==> src/rtl/capture_window.sv <==
module capture_window #(
  parameter int DW    = 8,
  parameter int DEPTH = 16,
  localparam int AW   = $clog2(DEPTH),
  localparam int CW   = AW + 1
) (
  input  logic          clk,
  input  logic          rst_n,
  input  logic          arm,
  input  logic          hit,
  input  logic [DW-1:0] din,
  input  logic [CW-1:0] win_size,
  input  logic [CW-1:0] win_pre,
  input  logic [AW-1:0] rd_idx,
  output logic [DW-1:0] rd_data,
  output logic          busy,
  output logic          done
);

  typedef enum logic [1:0] {S_IDLE, S_FILL, S_POST, S_DONE} state_t;

  state_t        state;
  logic [AW-1:0] wptr;
  logic [CW-1:0] fill, post_left, sz_q, pre_q;
  logic [CW-1:0] sz_c, pre_c;
  logic [DW-1:0] ring [DEPTH];
  logic          wr_en, accept;

  assign sz_c   = (win_size == '0) ? CW'(1) :
                  (win_size > CW'(DEPTH)) ? CW'(DEPTH) : win_size;
  assign pre_c  = (win_pre >= sz_c) ? sz_c - CW'(1) : win_pre;

  assign busy   = (state == S_FILL) || (state == S_POST);
  assign done   = (state == S_DONE);
  assign wr_en  = busy && !arm;
  assign accept = (state == S_FILL) && hit && (fill >= pre_q);

  always_ff @(posedge clk or negedge rst_n) begin
    if (!rst_n) begin
      state     <= S_IDLE;
      wptr      <= '0;
      fill      <= '0;
      post_left <= '0;
      sz_q      <= CW'(1);
      pre_q     <= '0;
    end else if (arm) begin
      state <= S_FILL;
      fill  <= '0;
      sz_q  <= sz_c;
      pre_q <= pre_c;
    end else begin
      case (state)
        S_FILL: begin
          wptr <= wptr + AW'(1);
          if (fill != CW'(DEPTH)) fill <= fill + CW'(1);
          if (accept) begin
            post_left <= sz_q - pre_q - CW'(1);
            state     <= (sz_q - pre_q == CW'(1)) ? S_DONE : S_POST;
          end
        end
        S_POST: begin
          wptr      <= wptr + AW'(1);
          post_left <= post_left - CW'(1);
          if (post_left == CW'(1)) state <= S_DONE;
        end
        default: ;
      endcase
    end
  end

  always_ff @(posedge clk) begin
    if (wr_en) ring[wptr] <= din;
  end

  assign rd_data = ring[wptr - sz_q[AW-1:0] + rd_idx];

endmodule


==> config.mk <==
export PLATFORM = sky130hd
export DESIGN_NAME = capture_window
export DESIGN_NICKNAME = d
export VERILOG_FILES = /design/src/rtl/capture_window.sv
export SDC_FILE = /design/constraint.sdc
export NUM_CORES = 1
export LEC_CHECK = 0
export CAP_MARGIN = 15
export CORE_MARGIN = 5
export CORE_UTILIZATION = 65
export CTS_CLUSTER_DIAMETER = 200
export CTS_CLUSTER_SIZE = 40
export DETAILED_ROUTE_END_ITERATION = 7
export GPL_TIMING_DRIVEN = 0
export HOLD_SLACK_MARGIN = 0.1
export PLACE_DENSITY = 0.92
export SLEW_MARGIN = 0
export SYNTH_ARGS = -nofsm -noshare
export SYNTH_HDL_FRONTEND = slang
export SYNTH_SLANG_ARGS = --single-unit
==> constraint.sdc <==
create_clock -name clk -period 5.7 [get_ports clk]
set_input_delay 0.57 -clock clk [delete_from_list [all_inputs] [get_ports clk]]
set_output_delay 0.57 -clock clk [all_outputs]
set_load 0.02 [all_outputs]
==> metrics.md <==
| Metric | Value |
|---|---|
| Die X | 114 um |
| Yosys top cell area share | 54.2% |
| # setup viols final | 0 |
| Ant. Diodes | 0 |
| Setup TNS | 0 ps |
| Largest family of logic cells by synthesized area | multiplexers |
| Hold crit path type | in -> async |
| CTS buffer count | 17 |
| Die Span Y | 114 um |
| Slowest Stage Delay on Critical Path | 650 ps |
| Warnings, synthesis | 0 |
| IO buf count | 34 |
| WL/cell | 23.0 um |
| Most common cell in the netlist | edfxtp_1 |
| Total die area | 13,100 um^2 |
| CP Capture Type | output pin |
| Internal power | 3.15 mW |
| Fin crit share | 90.0% |
| Multi-input gate area | 2390 um^2 |
| CTS Hold Bufs | 0 |
| Power share of the clock group | 22.8% |
| Fin. max-slew vios | 0 |
| Post-CTS sizing | 0 |
| FF+latch count, synth | 154 |
| CTS tree | done |
| Final Instance Count excl. Fillers | 662 |
| CP Depth | 11 |
| PD cells | 606 nW/um^2 |
| Clock sinks | 154 |
| Largest net degree at the start of global routing | 27 |
| Crit-path max FO | 10 |
| Post-Syn Instances | 451 |
| Sequential group share of total power | 28.6% |
| Switching portion of total power | 37.2% |
| Final WL | 15,200 um |
| CP bufs+invs | 6 |
| M1 wire length | 5660 um |
| Async S/R FF share, synth | 16.9% |
| Fillers | 571 |
| Clock Pin Slew Worst Setup and Hold Paths | 60 ps |
| Final design utilization | 76.6% |
| Core area | 10,800 um^2 |
| Post-synthesis simple-gate area fraction | 6.05% |
| Nets | 571 |
| Grt ovf | 0 |
| Drt drc | 0 |
| Syn nets | 513 |
| Synth Area in Compound Gates | 5.52% |
| Synthesized cell area | 7100 um^2 |
| Fmax | 195 MHz |
| Initial DRC count | 363 |
| Minimum clock period | 5130 ps |
| First-pass GRT wire length | 24,100 um |
| Synth area leaders | edfxtp_1 54%, mux4_2 10%, dfrtp_1 8.8% |
| Routed Antenna Nets | 0 |
| Startpoint Class | register |
| Max Cap Viol | 0 |
| Via density | 6.36 |
| H-tree levels | 4 |
| Final design area excluding fillers | 8260 um^2 |
| Sequential area share after synthesis | 63.4% |
| Top routing layer in use | met4 |
| R2r worst-path depth | 6 |
| Synthesized area per cell | 15.7 um^2 |
| Row Count | 38 |
| Crit path max-delay family | buffers and inverters |
| Crit Path Category | reg -> out |
| Critical-path top delay cell | clkdlybuf4s50_1 |
| Status | complete, no violations |
| Placed Instance Area | 7620 um^2 |
| Pre-Repair DR Iteration Count | 5 |
| # Post-CTS Setup Buffers | 0 |
| Io pins | 36 |
| Setup Skew | 6.04 ps |
| Synth area leader | edfxtp_1 |
| Max_slew headroom | 42.9% |
| Cells after DPL | 626 |
| Met3 WL post-DR | 960 um |
| Final Hold Vio Count | 0 |
| Adder-cell share of the synthesized area | 6.77% |
| Area grow syn2layout | 16.5% |
| GRT Total Usage | 25.2% |
| Max clock buf depth | 2 |
| Clk_lat worst skew | 510 ps |
| Tot Pwr | 5.01 mW |
| Via count | 4,208 |
| Unique masters post-synth | 54 |
| Worst-Margin Slew | 853 ps |
| Initial antenna violation count | 0 |
| Psw | 1.86 mW |
| Vias in the first global route | 4,429 |
| CP arrival | 4560 ps |
| Logic pwr share | 48.6% |
| Detailed-placement wirelength estimate | 10,000 um |
| Mux contribution to synthesized area | 12.5% |
| Met2 routed WL | 8140 um |
| CTS root buf | clkbuf_8 |
| RSZ-0062 raised after global routing | no |
| Routability cong. | 0.866 |
| Ys flop type | edfxtp_1 |
| Worst EP required | 5130 ps |
| FF+latch area | 4500 um^2 |
| Top cells by count, synth | 128 x edfxtp_1, 32 x ha_1, 32 x mux4_2, 29 x inv_1 |
| Xor/xnor share of the synthesized area | 2.89% |
| Initial Util | 65.7% |
| Max VDD drop | 636 uV |
| Ordered list of cells on the worst path | clkbuf_1 -> inv_1 -> fa_1 -> inv_1 -> ha_1 -> xnor2_1 -> buf_2 -> buf_2 -> a211oi_1 -> a21oi_1 -> clkdlybuf4s50_1 |
| Pleak | 3.02 nW |
| Number of synthesized flops with an enable pin | 128 |
| Proportion of layout cells with a drive suffix above 1 | 17.6% |
## layout by cell type (no fill, tap or decap), drive strengths merged, types with 5 or more instances in the layout
master,instances
dfrtp,25
a21oi,16
nor3,9
edfxtp,128
nor2b,9
nand2,26
xor2,5
xnor2,14
mux2i,13
clkbuf,22
nor2,26
mux4,32
inv,31
clkinv,6
o21ai,13
ha,32
buf,16
a211oi,9
clkdlybuf4s50,34
## registers in the layout (all words and copies together), names as in the netlist
signal and cells:
wptr 4, pre_q 5, post_left 5, fill 5
sz_q 5, state 2, ring 128
## path summary, 6_finish.rpt
| check | slack (ps) | from | end |
|---|---|---|---|
| setup / recovery | 570 | wptr[2] | rd_data[7] |
| hold / removal | 400 | rst_n | fill[0] |
| setup reg to reg | 3110 | state[0] | ring[1][7] |
| hold reg to reg | 490 | post_left[1] | post_left[1] |
| max in group asynchronous | 4730 | rst_n | sz_q[0] |
| min in group clk | 480 | arm | sz_q[3] |
## layout make-up
class	count	share of cell area (%)
flip-flops and latches	154	54.4
multi-input cells	251	29.0
clock buffers	17	5.01
repair buffers	39	4.60
clock inverters	15	2.41
well taps	140	2.12
inverters	30	1.36
plain buffers	16	1.12
## kinds of logic (layout without fill, tap and decap cells)
group / Yosys count / after routing
AOI/OAI and AO/OA: 57 / 57
xor gates and xnor gates: 20 / 20
adders and majority gates: 36 / 36
buffers and inverters: 46 / 117
DFF: 154 / 154
muxes: 48 / 48
and+or+nand+nor: 90 / 90
## power groups by stage
stage                     combinational (mW)  sequential (mW)  clock, mW
after floorplan                         1.59             1.42          0
after global placement                  2.26             1.43          0
after detailed placement                2.38             1.45          0
after CTS                               2.44             1.43       1.15
after global routing                    2.59             1.44       1.21
final                                   2.43             1.43       1.14
## stage by stage
stage | hold WS [ps] | worst slack, ps
finish | 404 | 569
global route | 437 | 364
CTS | 468 | 539
detailed placement | 473 | 728
global placement | 471 | 887
floorplan | 274 | 2200
## metal layers
metal	GRT usage (%)	vias to the layer above
met5	0	-
met4	9.50	0
met3	5.23	32
met2	45.1	207
met1	29.9	2139
li1	-	1830
Power figures use the tool's default switching activity.
